## src/rtl/rvc_exp_pkg.sv

```systemverilog
package rvc_exp_pkg;
  localparam int unsigned ILEN   = 32;
  localparam int unsigned CLEN   = 16;
  localparam int unsigned RW     = 5;
  localparam int unsigned STEP_W = 3;
  localparam logic [STEP_W-1:0] STEP_FULL = STEP_W'(ILEN / 8);
  localparam logic [STEP_W-1:0] STEP_HALF = STEP_W'(CLEN / 8);
  localparam logic [ILEN-1:0]   BAD_WORD  = '1;

  typedef logic [6:0] opc_t;
  localparam opc_t OPC_LOAD    = 7'b0000011;
  localparam opc_t OPC_LOAD_FP = 7'b0000111;
  localparam opc_t OPC_IMM     = 7'b0010011;
  localparam opc_t OPC_IMM32   = 7'b0011011;
  localparam opc_t OPC_STORE   = 7'b0100011;
  localparam opc_t OPC_STOREFP = 7'b0100111;
  localparam opc_t OPC_OP      = 7'b0110011;
  localparam opc_t OPC_LUI     = 7'b0110111;
  localparam opc_t OPC_OP32    = 7'b0111011;
  localparam opc_t OPC_BRANCH  = 7'b1100011;
  localparam opc_t OPC_JALR    = 7'b1100111;
  localparam opc_t OPC_JAL     = 7'b1101111;
  localparam opc_t OPC_SYSTEM  = 7'b1110011;

  typedef struct packed {
    logic [ILEN-1:0] word;
    logic            bad;
  } xres_t;

  localparam xres_t XR_BAD = '{word: BAD_WORD, bad: 1'b1};

  function automatic xres_t xr_ok(input logic [ILEN-1:0] w);
    xres_t r;
    r.word = w;
    r.bad  = 1'b0;
    return r;
  endfunction

  function automatic logic [RW-1:0] rprime(input logic [2:0] r);
    return {2'b01, r};
  endfunction

  function automatic logic [ILEN-1:0] f_itype(input logic [11:0] imm, input logic [RW-1:0] rs1,
                                              input logic [2:0] f3, input logic [RW-1:0] rd, input opc_t op);
    return {imm, rs1, f3, rd, op};
  endfunction

  function automatic logic [ILEN-1:0] f_stype(input logic [11:0] imm, input logic [RW-1:0] rs2,
                                              input logic [RW-1:0] rs1, input logic [2:0] f3, input opc_t op);
    return {imm[11:5], rs2, rs1, f3, imm[4:0], op};
  endfunction

  function automatic logic [ILEN-1:0] f_rtype(input logic [6:0] f7, input logic [RW-1:0] rs2,
                                              input logic [RW-1:0] rs1, input logic [2:0] f3,
                                              input logic [RW-1:0] rd, input opc_t op);
    return {f7, rs2, rs1, f3, rd, op};
  endfunction

  // imm passed without its always-zero bit 0
  function automatic logic [ILEN-1:0] f_btype(input logic [12:1] imm, input logic [RW-1:0] rs2,
                                              input logic [RW-1:0] rs1, input logic [2:0] f3);
    return {imm[12], imm[10:5], rs2, rs1, f3, imm[4:1], imm[11], OPC_BRANCH};
  endfunction

  function automatic logic [ILEN-1:0] f_jtype(input logic [20:1] imm, input logic [RW-1:0] rd);
    return {imm[20], imm[10:1], imm[11], imm[19:12], rd, OPC_JAL};
  endfunction

  function automatic logic [ILEN-1:0] f_utype(input logic [19:0] imm, input logic [RW-1:0] rd, input opc_t op);
    return {imm, rd, op};
  endfunction
endpackage

```

## src/rtl/rvc_exp_q0.sv

```systemverilog
module rvc_exp_q0
  import rvc_exp_pkg::*;
(
  input  logic [CLEN-1:2] c_i,
  output xres_t           res_o
);
  logic [2:0]    f3;
  logic [RW-1:0] rd_p, rs1_p;
  logic [9:0]    spn_imm;
  logic [7:0]    off_d;
  logic [6:0]    off_w;

  assign f3      = c_i[15:13];
  assign rd_p    = rprime(c_i[4:2]);
  assign rs1_p   = rprime(c_i[9:7]);
  assign spn_imm = {c_i[10:7], c_i[12:11], c_i[5], c_i[6], 2'b00};
  assign off_d   = {c_i[6:5], c_i[12:10], 3'b000};
  assign off_w   = {c_i[5], c_i[12:10], c_i[6], 2'b00};

  always_comb begin
    res_o = XR_BAD;
    unique case (f3)
      3'd0: if (spn_imm != '0) res_o = xr_ok(f_itype({2'b00, spn_imm}, 5'd2, 3'd0, rd_p, OPC_IMM));
      3'd1: res_o = xr_ok(f_itype({4'd0, off_d}, rs1_p, 3'd3, rd_p, OPC_LOAD_FP));
      3'd2: res_o = xr_ok(f_itype({5'd0, off_w}, rs1_p, 3'd2, rd_p, OPC_LOAD));
      3'd3: res_o = xr_ok(f_itype({4'd0, off_d}, rs1_p, 3'd3, rd_p, OPC_LOAD));
      3'd5: res_o = xr_ok(f_stype({4'd0, off_d}, rd_p, rs1_p, 3'd3, OPC_STOREFP));
      3'd6: res_o = xr_ok(f_stype({5'd0, off_w}, rd_p, rs1_p, 3'd2, OPC_STORE));
      3'd7: res_o = xr_ok(f_stype({4'd0, off_d}, rd_p, rs1_p, 3'd3, OPC_STORE));
      default: res_o = XR_BAD;  // funct3 4 reserved
    endcase
  end
endmodule

```

## src/rtl/rvc_exp_q1.sv

```systemverilog
module rvc_exp_q1
  import rvc_exp_pkg::*;
(
  input  logic [CLEN-1:2] c_i,
  output xres_t           res_o
);
  logic [2:0]    f3;
  logic [RW-1:0] rd, rd_p, rs2_p;
  logic [5:0]    imm6;
  logic [11:0]   imm12;
  logic [9:0]    sp16;
  logic [12:1]   boff;
  logic [20:1]   joff;

  assign f3    = c_i[15:13];
  assign rd    = c_i[11:7];
  assign rd_p  = rprime(c_i[9:7]);
  assign rs2_p = rprime(c_i[4:2]);
  assign imm6  = {c_i[12], c_i[6:2]};
  assign imm12 = {{6{imm6[5]}}, imm6};
  assign sp16  = {c_i[12], c_i[4:3], c_i[5], c_i[2], c_i[6], 4'b0000};
  assign boff  = {{4{c_i[12]}}, c_i[12], c_i[6:5], c_i[2], c_i[11:10], c_i[4:3]};
  assign joff  = {{9{c_i[12]}}, c_i[12], c_i[8], c_i[10:9], c_i[6], c_i[7], c_i[2], c_i[11], c_i[5:3]};

  always_comb begin
    res_o = XR_BAD;
    unique case (f3)
      3'd0: begin
        if (rd != '0)        res_o = xr_ok(f_itype(imm12, rd, 3'd0, rd, OPC_IMM));
        else if (imm6 == '0) res_o = xr_ok(f_itype('0, '0, 3'd0, '0, OPC_IMM));
      end
      3'd1: if (rd != '0) res_o = xr_ok(f_itype(imm12, rd, 3'd0, rd, OPC_IMM32));
      3'd2: if (rd != '0) res_o = xr_ok(f_itype(imm12, 5'd0, 3'd0, rd, OPC_IMM));
      3'd3: begin
        if (rd == 5'd2) begin
          if (sp16 != '0) res_o = xr_ok(f_itype({{2{sp16[9]}}, sp16}, 5'd2, 3'd0, 5'd2, OPC_IMM));
        end else if (rd != '0 && imm6 != '0) begin
          res_o = xr_ok(f_utype({{14{imm6[5]}}, imm6}, rd, OPC_LUI));
        end
      end
      3'd4: begin
        unique case (c_i[11:10])
          2'd0: res_o = xr_ok(f_itype({6'b000000, imm6}, rd_p, 3'd5, rd_p, OPC_IMM));
          2'd1: res_o = xr_ok(f_itype({6'b010000, imm6}, rd_p, 3'd5, rd_p, OPC_IMM));
          2'd2: res_o = xr_ok(f_itype(imm12, rd_p, 3'd7, rd_p, OPC_IMM));
          default: begin
            unique case ({c_i[12], c_i[6:5]})
              3'b000: res_o = xr_ok(f_rtype(7'h20, rs2_p, rd_p, 3'd0, rd_p, OPC_OP));
              3'b001: res_o = xr_ok(f_rtype(7'h00, rs2_p, rd_p, 3'd4, rd_p, OPC_OP));
              3'b010: res_o = xr_ok(f_rtype(7'h00, rs2_p, rd_p, 3'd6, rd_p, OPC_OP));
              3'b011: res_o = xr_ok(f_rtype(7'h00, rs2_p, rd_p, 3'd7, rd_p, OPC_OP));
              3'b100: res_o = xr_ok(f_rtype(7'h20, rs2_p, rd_p, 3'd0, rd_p, OPC_OP32));
              3'b101: res_o = xr_ok(f_rtype(7'h00, rs2_p, rd_p, 3'd0, rd_p, OPC_OP32));
              default: res_o = XR_BAD;
            endcase
          end
        endcase
      end
      3'd5: res_o = xr_ok(f_jtype(joff, 5'd0));
      3'd6: res_o = xr_ok(f_btype(boff, 5'd0, rd_p, 3'd0));
      default: res_o = xr_ok(f_btype(boff, 5'd0, rd_p, 3'd1));
    endcase
  end
endmodule

```

## src/rtl/rvc_exp_q2.sv

```systemverilog
module rvc_exp_q2
  import rvc_exp_pkg::*;
(
  input  logic [CLEN-1:2] c_i,
  output xres_t           res_o
);
  logic [2:0]    f3;
  logic [RW-1:0] rd, rs2;
  logic [5:0]    shamt;
  logic [8:0]    ld_off, sd_off;
  logic [7:0]    lw_off, sw_off;

  assign f3     = c_i[15:13];
  assign rd     = c_i[11:7];
  assign rs2    = c_i[6:2];
  assign shamt  = {c_i[12], c_i[6:2]};
  assign ld_off = {c_i[4:2], c_i[12], c_i[6:5], 3'b000};
  assign lw_off = {c_i[3:2], c_i[12], c_i[6:4], 2'b00};
  assign sd_off = {c_i[9:7], c_i[12:10], 3'b000};
  assign sw_off = {c_i[8:7], c_i[12:9], 2'b00};

  always_comb begin
    res_o = XR_BAD;
    unique case (f3)
      3'd0: if (rd != '0) res_o = xr_ok(f_itype({6'd0, shamt}, rd, 3'd1, rd, OPC_IMM));
      3'd1: res_o = xr_ok(f_itype({3'd0, ld_off}, 5'd2, 3'd3, rd, OPC_LOAD_FP));
      3'd2: if (rd != '0) res_o = xr_ok(f_itype({4'd0, lw_off}, 5'd2, 3'd2, rd, OPC_LOAD));
      3'd3: if (rd != '0) res_o = xr_ok(f_itype({3'd0, ld_off}, 5'd2, 3'd3, rd, OPC_LOAD));
      3'd4: begin
        if (!c_i[12]) begin
          if (rd != '0) begin
            if (rs2 == '0) res_o = xr_ok(f_itype('0, rd, 3'd0, 5'd0, OPC_JALR));
            else           res_o = xr_ok(f_rtype('0, rs2, 5'd0, 3'd0, rd, OPC_OP));
          end
        end else begin
          if (rd == '0 && rs2 == '0) res_o = xr_ok(f_itype(12'd1, '0, 3'd0, '0, OPC_SYSTEM));
          else if (rd != '0) begin
            if (rs2 == '0) res_o = xr_ok(f_itype('0, rd, 3'd0, 5'd1, OPC_JALR));
            else           res_o = xr_ok(f_rtype('0, rs2, rd, 3'd0, rd, OPC_OP));
          end
        end
      end
      3'd5: res_o = xr_ok(f_stype({3'd0, sd_off}, rs2, 5'd2, 3'd3, OPC_STOREFP));
      3'd6: res_o = xr_ok(f_stype({4'd0, sw_off}, rs2, 5'd2, 3'd2, OPC_STORE));
      default: res_o = xr_ok(f_stype({3'd0, sd_off}, rs2, 5'd2, 3'd3, OPC_STORE));
    endcase
  end
endmodule

```

## src/rtl/rvc_expander.sv

```systemverilog
module rvc_expander
  import rvc_exp_pkg::*;
(
  input  logic [ILEN-1:0]   fetch_i,
  output logic [ILEN-1:0]   instr_o,
  output logic              illegal_o,
  output logic [STEP_W-1:0] pc_step_o
);
  localparam int unsigned NQ = 3;

  xres_t q_res [NQ];
  xres_t sel;

  for (genvar q = 0; q < NQ; q++) begin : g_quad
    if (q == 0) begin : g_q0
      rvc_exp_q0 u_q (.c_i(fetch_i[CLEN-1:2]), .res_o(q_res[q]));
    end else if (q == 1) begin : g_q1
      rvc_exp_q1 u_q (.c_i(fetch_i[CLEN-1:2]), .res_o(q_res[q]));
    end else begin : g_q2
      rvc_exp_q2 u_q (.c_i(fetch_i[CLEN-1:2]), .res_o(q_res[q]));
    end
  end

  always_comb begin
    unique case (fetch_i[1:0])
      2'd0:    sel = q_res[0];
      2'd1:    sel = q_res[1];
      2'd2:    sel = q_res[2];
      default: sel = xr_ok(fetch_i);
    endcase
  end

  assign instr_o   = sel.word;
  assign illegal_o = sel.bad;
  assign pc_step_o = (fetch_i[1:0] == 2'b11) ? STEP_FULL : STEP_HALF;
endmodule

```

## config.mk

```make
export PLATFORM = sky130hd
export DESIGN_NAME = rvc_expander
export DESIGN_NICKNAME = d
export VERILOG_FILES = /design/src/rtl/rvc_exp_pkg.sv /design/src/rtl/rvc_exp_q0.sv /design/src/rtl/rvc_exp_q1.sv /design/src/rtl/rvc_exp_q2.sv /design/src/rtl/rvc_expander.sv
export SDC_FILE = /design/constraint.sdc
export NUM_CORES = 1
export LEC_CHECK = 0
export ABC_AREA = 0
export ABC_CLOCK_PERIOD_IN_PS = 3600
export BUFFER_PORTS_ARGS = -buffer_cell sky130_fd_sc_hd__buf_2
export CORE_UTILIZATION = 59
export DETAILED_ROUTE_END_ITERATION = 12
export PLACE_DENSITY = 0.91
export RECOVER_POWER = 100
export SYNTH_ARGS = -nofsm -noshare
export SYNTH_HDL_FRONTEND = slang
export SYNTH_SLANG_ARGS = --single-unit
```

## constraint.sdc

```tcl
create_clock -name vclk -period 3.6
set_clock_uncertainty 0.05 [all_clocks]
set_input_delay 0.72 -clock vclk [all_inputs]
set_output_delay 0.72 -clock vclk [all_outputs]
set_load 0.01 [all_outputs]
```

==> flow_metrics.tcl, run 1 <==
set metrics [dict create \
    place_congestion 1.35 \
    globalRouteOverflowTotal 1 \
    synth_area_per_cell_um2 5.86 \
    die_y_um 74.4 \
    portion_of_the_post_synthesis_area_used_by_sequential_elements_pct 0 \
    placementRows 25 \
    tool_error_message "[ERROR GRT-0116] Global routing finished with congestion. Check the congestion regions in the DRC Viewer." \
    stop_stage "global routing" \
    number_of_buffers_added_to_fix_hold_violations_after_cts 0 \
    grt_use_total_pct 68.8 \
    grt_max_degree 30 \
    synth_area_mm2 0.00309 \
    boundaryPins 68 \
    synth_top_cell_by_area "sky130_fd_sc_hd__a21oi_1" \
    yosys.cell_types.count 78 \
    synthTopCellsByArea "sky130_fd_sc_hd__a21oi_1 (10%), sky130_fd_sc_hd__o21ai_0 (8.1%), sky130_fd_sc_hd__nor2_1 (6.9%)" \
    yosys_warnings 0 \
    die-width_um 74.4 \
    io_buffer_count 65 \
    grt_first_pass_wirelength_mm 28.4 \
    yosys.area.top_type_share_pct 10.2 \
    first_global_vias 5560 \
    post-dp-hpwl_mm 12.0 \
    initial_core_util_pct 63.3 \
    syn_inst 527 \
    status "aborted with a tool error" \
]
## through the flow
stage | setup slack [ns] | util [%] | area (um^2) | instances | hold WS (ns)
after floorplan | 0.130 | - | 3090 | 528 | 1.54
after CTS | 0.00123 | 77.1 | 3760 | 666 | 1.70
after detailed placement | 0.00464 | 76.9 | 3750 | 666 | 1.70
after global placement | 0.166 | 76.9 | 3750 | 666 | 1.69
## metal layers
layer / overflow / GRT usage (%)
met5: 0 / 24.1
met4: 0 / 60.2
met3: 0 / 56.9
met2: 1 / 80.0
met1: 0 / 74.2
## synth_stat cells, types with 5 or more instances
cell,n
sky130_fd_sc_hd__o22ai_1,10
sky130_fd_sc_hd__o21ai_0,50
sky130_fd_sc_hd__nor2_1,57
sky130_fd_sc_hd__o21ai_1,10
sky130_fd_sc_hd__nand3_1,21
sky130_fd_sc_hd__nand2_1,41
sky130_fd_sc_hd__a21oi_1,63
sky130_fd_sc_hd__nor3_1,17
sky130_fd_sc_hd__a21o_1,5
sky130_fd_sc_hd__a31oi_1,15
sky130_fd_sc_hd__nand2b_1,10
sky130_fd_sc_hd__buf_2,20
sky130_fd_sc_hd__or2_2,5
sky130_fd_sc_hd__a311oi_1,5
sky130_fd_sc_hd__o221ai_1,8
sky130_fd_sc_hd__inv_1,8
sky130_fd_sc_hd__or3_1,5
sky130_fd_sc_hd__clkbuf_1,34
sky130_fd_sc_hd__a22oi_1,5
sky130_fd_sc_hd__o211ai_1,10
sky130_fd_sc_hd__a221oi_1,5
sky130_fd_sc_hd__a211oi_1,5
## repair_timing
| action | in CTS |
|---|---|
| setup endpoints to repair | 1 |
| resized for setup | 1 |
| buffers inserted | 0 |
## cell families after synthesis
logic type,synth area share [%]
compound gates,54.6
fa+ha+maj,2.27
buf+inv,10.4
mux,1.34
other cells,0.243
simple gates,31.2
==> run 2: changes to the inputs <==
--- a/config.mk
+++ b/config.mk
@@ -8,9 +8,9 @@
 export ABC_AREA = 0
 export ABC_CLOCK_PERIOD_IN_PS = 3600
 export BUFFER_PORTS_ARGS = -buffer_cell sky130_fd_sc_hd__buf_2
-export CORE_UTILIZATION = 59
+export CORE_UTILIZATION = 40
 export DETAILED_ROUTE_END_ITERATION = 12
-export PLACE_DENSITY = 0.91
+export PLACE_DENSITY_LB_ADDON = 0.15
 export RECOVER_POWER = 100
 export SYNTH_ARGS = -nofsm -noshare
 export SYNTH_HDL_FRONTEND = slang
==> run 2 against run 1 <==
  * The flow now finishes, with violations (negative setup slack)
  * Synthesized cell count did not move
  * Synthesized area did not move
==> flow_metrics.tcl, run 2 <==
set metrics [dict create \
    worst_path_max_delay_cell "sky130_fd_sc_hd__or3_1" \
    drt_pre_antenna_iters 7 \
    n_fill_cell 812 \
    pre_cts_ws_ns -0.0197 \
    critPathTopFamily "simple AND/OR/NAND/NOR gates" \
    initial_core_util_pct 41.9 \
    drt_wl_total_mm 18.6 \
    post_synth_fa_ha_maj_area_fraction_pct 2.27 \
    portion_of_the_post_synthesis_area_used_by_sequential_elements_pct 0 \
    mux_share_of_post_synthesis_cell_area_pct 1.34 \
    route.met3.wl_mm 2.52 \
    synth_area_per_cell_um2 5.86 \
    synth-simple-area-share_pct 31.2 \
    timing.final.hold_violations 0 \
    syn_inst 527 \
    status "finished, violations left" \
    nClkBuffers 0 \
    slew_headroom_pct 60.2 \
    critPathBufInv 3 \
    most_common_cell_after_layout_fill_and_taps_aside "sky130_fd_sc_hd__buf_4" \
    first_global_vias 4798 \
    num-nets-final 657 \
    number_of_buffers_added_to_fix_hold_violations_after_cts 0 \
    rsz0062_at_grt "true" \
    globalRouteOverflowTotal 0 \
    critical_path.startpoint_type "input port" \
    place_congestion 1.14 \
    synth_area_in_compound_gates_pct 54.6 \
    synth_top_cell_by_area "sky130_fd_sc_hd__a21oi_1" \
    worst_ir_drop_vdd_mv 0.0765 \
    timing.final.ws_setup_ns -0.00285 \
    synth.top_cells.by_count "sky130_fd_sc_hd__a21oi_1 (63), sky130_fd_sc_hd__nor2_1 (57), sky130_fd_sc_hd__o21ai_0 (50)" \
    io_buffer_count 65 \
    vias_per_cell 7.29 \
    hold_path.startpoint "fetch_i[20]" \
    setup_viol 1 \
    grt_max_degree 26 \
    fmaxAchievable_mhz 278 \
    vias 5237 \
    end_kind "output port" \
    grt_use_total_pct 44.3 \
    route.met2.wl_mm 7.77 \
    hold-path-endpoint "instr_o[20]" \
    critical_path_required_ns 2.83 \
    die-width_um 89.9 \
    power_density_mw_per_mm2 135 \
    p_leak_nw 1.63 \
    holdPathStages 3 \
    finalMaxSlewViolations 0 \
    yosys.area.top_type_share_pct 10.2 \
    post-dp-hpwl_mm 13.8 \
    drt-wirelength-per-cell_um 25.9 \
    yosys_warnings 0 \
    drt_iter0_drc 784 \
    fin_crit_ns 3.60 \
    pin_slew_with_the_least_headroom_to_its_limit_ns 0.593 \
    drive_above_1_share_pct 29.4 \
    nFlopsAndLatches 0 \
    final_standard_cell_count_with_taps_included_and_fillers_excluded 718 \
    antenna_cells_inserted 0 \
    max_cap_viol_count 0 \
    hold-worst-slack_ns 1.69 \
    drt_drc_violations_left 0 \
    worstSetupPathType "input port to output port" \
    hold_path.class "input port to output port" \
    period_share_pct 100 \
    crit_chain "buf_2 > buf_4 > or3_1 > nor3_4 > nor3_1 > o32ai_1 > a31oi_1 > or3_1 > buf_2" \
    placementRows 31 \
    grt_first_pass_wirelength_mm 28.0 \
    data_arrival_time_of_the_critical_path_ns 2.83 \
    yosys.cell_types.count 78 \
    main_combinational_cell_family_by_area_after_synthesis "compound AO/OA/AOI/OAI gates" \
    layout.area.seq_um2 0 \
    coreArea_mm2 0.00737 \
    boundaryPins 68 \
    path_max_fanout 6 \
    drtAntennaViolNets 0 \
    synthTopCellsByArea "sky130_fd_sc_hd__a21oi_1 (10%), sky130_fd_sc_hd__o21ai_0 (8.1%), sky130_fd_sc_hd__nor2_1 (6.9%)" \
    synth.most_common_cell "sky130_fd_sc_hd__a21oi_1" \
    fin_total_pwr_mw 0.541 \
    die_y_um 89.9 \
    die_area_mm2 0.00808 \
    layout-area-overhead-vs-synth_pct 29.4 \
    crit_path_max_incr_delay_ns 0.48 \
    dp.cells 717 \
    synth_area_mm2 0.00309 \
    final_util_pct 54.2 \
    synth-xor-area-share_pct 0 \
    failed_checks "negative setup slack" \
    wl_met1_mm 6.79 \
    grt_antenna_before_repair 0 \
    layout.cells.most_common_list "sky130_fd_sc_hd__buf_4 (84), sky130_fd_sc_hd__a21oi_1 (63), sky130_fd_sc_hd__buf_2 (62), sky130_fd_sc_hd__nor2_1 (56), sky130_fd_sc_hd__o21ai_0 (47)" \
    top_layer "met4" \
]
-- run 2: cell counts after synthesis --
Identical to the previous run, type by type.
-- run 2: metal layers --
metal  global-route usage [%]  vias up
met4                     28.6        0
met1                     57.3     2367
met5                        0        -
met3                     7.78      141
li1                         -     2221
met2                     67.6      508
-- run 2: stage by stage --
stage | TNS, ns | area, um^2
after floorplan | 0 | 3090
after global placement | -0.278 | 3940
after detailed placement | -0.0261 | 3940
after CTS | 0 | 3940
after global routing | -0.0126 | 4000
final | -0.00285 | 4000
-- run 2: kinds of logic after synthesis --
logic type	Yosys count
adders and majority gates	6
and+or+nand+nor	189
AOI/OAI and AO/OA	252
muxes	4
other	2
buffers and inverters	74
-- run 2: layout make-up --
cell class	count	area, um^2	area share, %
Inverter	12	48.8	1.22
Tap cell	99	124	3.10
Multi-Input combinational cell	454	2830	70.9
Timing Repair Buffer	153	991	24.8
-- run 2: power by group --
part           internal [mW]  switching, mW  leakage (nW)  total, mW
combinational          0.201          0.339          1.63      0.541
clock                      0              0             0          0
sequential                 0              0             0          0
-- run 2: what timing repair did --
action | in CTS | in global routing
pin swaps | 0 | 5
setup endpoints to repair | 3 | 12
resized for setup | 2 | 16
buffers inserted | 0 | 1
-- run 2: worst max path at each step --
stage               slack (ns)   startpoint     endpoint  cells past startpoint
finish                  -0.003  fetch_i[11]  instr_o[24]                      9
global route            -0.005   fetch_i[4]  instr_o[25]                     11
CTS                       0.04   fetch_i[6]  instr_o[25]                     11
detailed placement       -0.02  fetch_i[10]  instr_o[17]                      8
global placement         -0.09  fetch_i[10]  instr_o[17]                      8
floorplan                 0.13   fetch_i[7]  instr_o[20]                     13
Power figures use the tool's default switching activity.
==> run 3: changes to the inputs <==
--- a/config.mk
+++ b/config.mk
@@ -8,7 +8,9 @@
 export ABC_AREA = 0
 export ABC_CLOCK_PERIOD_IN_PS = 3600
 export BUFFER_PORTS_ARGS = -buffer_cell sky130_fd_sc_hd__buf_2
-export CORE_UTILIZATION = 40
+export CELL_PAD_IN_SITES_DETAIL_PLACEMENT = 1
+export CELL_PAD_IN_SITES_GLOBAL_PLACEMENT = 1
+export CORE_UTILIZATION = 39
 export DETAILED_ROUTE_END_ITERATION = 12
 export PLACE_DENSITY_LB_ADDON = 0.15
 export RECOVER_POWER = 100
==> run 3 against run 2 <==
  * The flow now finishes without violations
  * Combinational power rose by 4%
  * Routed wire length rose by 9.1%
  * Non-clock buffer count rose by 4
  * Critical path depth rose by 1
  * Worst hold slack improved by 0.0099 ns
  * Worst setup slack improved by 0.051 ns
  * Largest cell class unchanged
==> flow_metrics.tcl, run 3 (same netlist as run 2, synthesis figures left out) <==
set metrics [dict create \
    status "complete, no violations" \
    timing.final.hold_violations 0 \
    critPathTopFamily "simple AND/OR/NAND/NOR gates" \
    grt_max_degree 28 \
    layout-area-overhead-vs-synth_pct 32.2 \
    drt_pre_antenna_iters 6 \
    crit_chain "buf_2 > buf_4 > or4_4 > o22ai_4 > o21a_1 > o32ai_1 > buf_4 > a31oi_4 > or3_1 > buf_2" \
    setup-tns-final_ns 0 \
    finalMaxSlewViolations 0 \
    end_kind "output port" \
    io_buffer_count 65 \
    critical_path_required_ns 2.83 \
    layout.area.seq_um2 0 \
    slew_headroom_pct 60.7 \
    initial_core_util_pct 40.2 \
    hold_path.startpoint "fetch_i[20]" \
    critPathBufInv 4 \
    final_util_pct 53.1 \
    p_leak_nw 1.67 \
    drtAntennaViolNets 0 \
    antenna_cells_inserted 0 \
    grt_antenna_before_repair 0 \
    rsz0062_at_grt "true" \
    vias 5340 \
    boundaryPins 68 \
    max_cap_viol_count 0 \
    die_y_um 91 \
    setup_viol 0 \
    first_global_vias 5254 \
    critical_path.startpoint_type "input port" \
    crit_path_max_incr_delay_ns 0.62 \
    fmaxAchievable_mhz 282 \
    nClkBuffers 0 \
    data_arrival_time_of_the_critical_path_ns 2.78 \
    die-width_um 91 \
    drt-wirelength-per-cell_um 28.0 \
    worst_path_max_delay_cell "sky130_fd_sc_hd__or4_4" \
    crit_start "fetch_i[6]" \
    worstSetupPathType "input port to output port" \
    nFlopsAndLatches 0 \
    grt_use_total_pct 48.5 \
    die_area_mm2 0.00828 \
    post-dp-hpwl_mm 15.3 \
    layout.cells.most_common_list "sky130_fd_sc_hd__buf_4 (90), sky130_fd_sc_hd__buf_2 (64), sky130_fd_sc_hd__a21oi_1 (61), sky130_fd_sc_hd__nor2_1 (55), sky130_fd_sc_hd__o21ai_0 (49)" \
    place_congestion 1.09 \
    drive_above_1_share_pct 31.5 \
    drt_drc_violations_left 0 \
    power_density_mw_per_mm2 137 \
    hold_path.class "input port to output port" \
    num-nets-final 661 \
    worst_ir_drop_vdd_mv 0.0751 \
    drt_wl_total_mm 20.3 \
    drt_iter0_drc 630 \
    path_max_fanout 10 \
    coreArea_mm2 0.00769 \
    grt_first_pass_wirelength_mm 31.0 \
    period_share_pct 98.7 \
    most_common_cell_after_layout_fill_and_taps_aside "sky130_fd_sc_hd__buf_4" \
    placementRows 32 \
    fin_crit_ns 3.55 \
    vias_per_cell 7.37 \
    globalRouteOverflowTotal 0 \
    pin_slew_with_the_least_headroom_to_its_limit_ns 0.586 \
]
## run 3: metrics by stage
| stage | hold slack, ns | setup slack, ns | area [um^2] | std cells | power, mW |
|---|---|---|---|---|---|
| after floorplan | 1.54 | 0.130 | 3090 | 528 | 0.294 |
| after global placement | 1.69 | -0.0183 | 3970 | 723 | 0.516 |
| after detailed placement | 1.70 | -0.0360 | 3970 | 723 | 0.524 |
| after CTS | 1.70 | 0.00256 | 3990 | 723 | 0.527 |
| after global routing | 1.72 | -0.0291 | 4090 | 725 | 0.586 |
| final | 1.70 | 0.0486 | 4090 | 725 | 0.560 |
## run 3: per-layer routing
layer	routed length (um)	part of all wire [%]	track usage, %	vias up
met1	7470	37	61.3	2504
met2	8790	43	77.5	494
met3	2630	13	8.96	121
met4	1370	6.8	26.2	0
met5	0	0	0	-
li1	-	-	-	2221
## run 3: report_power, final
group | total [mW] | internal [mW] | switching [mW]
clock network | 0 | 0 | 0
registers | 0 | 0 | 0
logic | 0.560 | 0.208 | 0.353
total | 0.560 | 0.208 | 0.353
## run 3: timing repair
action | CTS | global route
resized for setup | 2 | 20
buffers inserted | 0 | 2
hold buffers | 0 | 0
pin swaps | 0 | 4
setup endpoints to repair | 2 | 19
## run 3: cell type report
class,instances,area (um^2)
fillers,1100,3600
multi-input cells,454,2870
repair buffers,157,1040
well taps,102,128
inverters,12,48.8
## run 3: final timing paths
kind	cells past startpoint	to	slack [ns]
max	10	instr_o[24]	0.05
min	3	instr_o[20]	1.70
==> run 4: changes to the inputs <==
--- a/config.mk
+++ b/config.mk
@@ -6,7 +6,7 @@
 export NUM_CORES = 1
 export LEC_CHECK = 0
 export ABC_AREA = 0
-export ABC_CLOCK_PERIOD_IN_PS = 3600
+export ABC_CLOCK_PERIOD_IN_PS = 3800
 export BUFFER_PORTS_ARGS = -buffer_cell sky130_fd_sc_hd__buf_2
 export CELL_PAD_IN_SITES_DETAIL_PLACEMENT = 1
 export CELL_PAD_IN_SITES_GLOBAL_PLACEMENT = 1
==> constraint.sdc (replaced) <==
create_clock -name vclk -period 3.8
set_clock_uncertainty 0.05 [all_clocks]
set_input_delay 0.76 -clock vclk [all_inputs]
set_output_delay 0.76 -clock vclk [all_outputs]
set_load 0.01 [all_outputs]
==> run 4 against run 3 <==
  * The run now ends with negative setup slack left
  * Sequential share of layout area unchanged
  * Routed wire length up 0.32%
  * Critical path depth down 2
  * Global-route usage about the same
  * Design area down 4.5%
  * Largest cell class unchanged
==> flow_metrics.tcl, run 4 (same netlist as run 2, synthesis figures left out) <==
set metrics [dict create \
    status "finished, violations left" \
    failed_checks "negative setup slack" \
    die_area_mm2 0.00828 \
    end_kind "output port" \
    layout.cells.most_common_list "sky130_fd_sc_hd__buf_4 (72), sky130_fd_sc_hd__a21oi_1 (63), sky130_fd_sc_hd__nor2_1 (57), sky130_fd_sc_hd__buf_2 (54), sky130_fd_sc_hd__o21ai_0 (50)" \
    post-route-cell-area_mm2 0.00390 \
    sequential_fraction_of_design_power_pct 0 \
    data_arrival_time_of_the_critical_path_ns 2.99 \
    worstSetupPathType "input port to output port" \
    layout.area.seq_um2 0 \
    switching_share_pct 64.1 \
    antenna_cells_inserted 0 \
    globalRouteOverflowTotal 0 \
    grt_use_total_pct 48.5 \
    comb_power_share_pct 100.0 \
    crit_start "fetch_i[9]" \
    final_standard_cell_count_with_taps_included_and_fillers_excluded 715 \
    most_used_routing_layer_in_global_routing "met2" \
    setup-tns-final_ns -0.00320 \
    dp.cells 715 \
    timing.critical_path.to "instr_o[23]" \
    worst_ir_drop_vdd_mv 0.0828 \
    share_clk_of_total_power_pct 0 \
    power_density_mw_per_mm2 131 \
    drt_wl_total_mm 20.3 \
    drt_drc_violations_left 0 \
    placementRows 32 \
    drt_iter0_drc 585 \
    io_buffer_count 65 \
    power.switching_mw 0.327 \
    coreArea_mm2 0.00769 \
    period_share_pct 100 \
    gr-usage-met3_pct 8.71 \
    initial_core_util_pct 40.2 \
    cts_setup_buffers 0 \
    nFlopsAndLatches 0 \
    finalMaxSlewViolations 0 \
    critical_path_required_ns 2.99 \
    grt.met1_usage_pct 61.4 \
    boundaryPins 68 \
    vias_per_cell 7.37 \
    power_report.internal_total_mw 0.183 \
    num-nets-final 651 \
    fin_crit_ns 3.80 \
    gr-usage-met2_pct 78.0 \
    timing.critical_path.mode_cell "sky130_fd_sc_hd__clkbuf_2" \
    die_y_um 91 \
    place_congestion 1.03 \
    fin_total_pwr_mw 0.511 \
    detailed_place.area_mm2 0.00393 \
    grt_first_pass_wirelength_mm 31.0 \
    worst_path_max_delay_cell "sky130_fd_sc_hd__o21ai_2" \
    first_global_vias 5303 \
    p_leak_nw 1.58 \
    drtAntennaViolNets 0 \
    fmaxAchievable_mhz 263 \
    most_common_cell_after_layout_fill_and_taps_aside "sky130_fd_sc_hd__buf_4" \
    path_max_fanout 12 \
    timing.final.ws_setup_ns -0.00320 \
    setup_viol 1 \
    pin_slew_with_the_least_headroom_to_its_limit_ns 0.812 \
    crit_path_max_incr_delay_ns 0.45 \
    crit_chain "clkbuf_2 > clkbuf_2 > nor4_4 > o22ai_1 > o21ai_2 > o21ai_0 > a221o_1 > clkbuf_2" \
    max_cap_viol_count 0 \
    drt-wirelength-per-cell_um 28.4 \
    n_fill_cell 1110 \
    drive_above_1_share_pct 26.6 \
    drt_pre_antenna_iters 5 \
    grt_max_degree 49 \
    layout-area-overhead-vs-synth_pct 26.2 \
    timing.final.hold_violations 0 \
    hold-worst-slack_ns 1.77 \
    grt_antenna_before_repair 0 \
    vias 5273 \
    number_of_buffers_added_to_fix_hold_violations_after_cts 0 \
    post-dp-hpwl_mm 15.2 \
    cts_resized 0 \
    nClkBuffers 0 \
    hold_path.class "input port to output port" \
    die-width_um 91 \
    critical_path.startpoint_type "input port" \
    slew_headroom_pct 45.9 \
]
## run 4: changes by cell type in the layout (fill, tap and decap cells not counted), moves of 3 or more
| cell | delta |
|---|---|
| sky130_fd_sc_hd__buf_2 | -10 |
| sky130_fd_sc_hd__a31oi_1 | +3 |
| sky130_fd_sc_hd__clkbuf_2 | +8 |
| sky130_fd_sc_hd__clkbuf_1 | +9 |
| sky130_fd_sc_hd__buf_4 | -18 |
## run 4: worst max-delay path, delay by kind of cell
kind,cells,cell delay (ns)
AO/OA/AOI/OAI,4,1.31
buffers and inverters,3,0.62
AND/OR/NAND/NOR,1,0.29
## run 4: power by group through the flow
| stage | Sequential (mW) | Combinational (mW) | Clock (mW) |
|---|---|---|---|
| floorplan | 0 | 0.279 | 0 |
| global placement | 0 | 0.483 | 0 |
| detailed placement | 0 | 0.492 | 0 |
| CTS | 0 | 0.495 | 0 |
| global route | 0 | 0.535 | 0 |
| finish | 0 | 0.511 | 0 |
## run 4: worst min-delay path by stage
stage                            from           to  slack (ns)  cells past startpoint
after floorplan           fetch_i[28]  instr_o[28]        1.62                      2
after global placement    fetch_i[19]  instr_o[19]        1.77                      3
after detailed placement  fetch_i[19]  instr_o[19]        1.77                      3
after CTS                 fetch_i[19]  instr_o[19]        1.77                      3
after global routing      fetch_i[19]  instr_o[19]        1.78                      3
final                     fetch_i[19]  instr_o[19]        1.77                      3
## run 4: metrics by stage
stage | worst slack, ns | utilization, %
floorplan | 0.250 | -
global placement | -0.0106 | 51.1
CTS | 0.0199 | 51.1
finish | -0.00320 | 50.7
detailed placement | 0.0299 | 51.1
global route | -0.00674 | 50.7
## run 4: cell type report
cell class	count	area, um^2	area share [%]
multi-input cells	454	2780	71.2
well taps	102	128	3.27
inverters	12	47.5	1.22
repair buffers	147	948	24.3
## run 4: per-layer routing
| layer | part of all wire (%) | vias to the layer above |
|---|---|---|
| met3 | 11 | 132 |
| met2 | 44 | 423 |
| met4 | 7.1 | 0 |
| met1 | 38 | 2511 |
| met5 | 0 | - |
| li1 | - | 2207 |
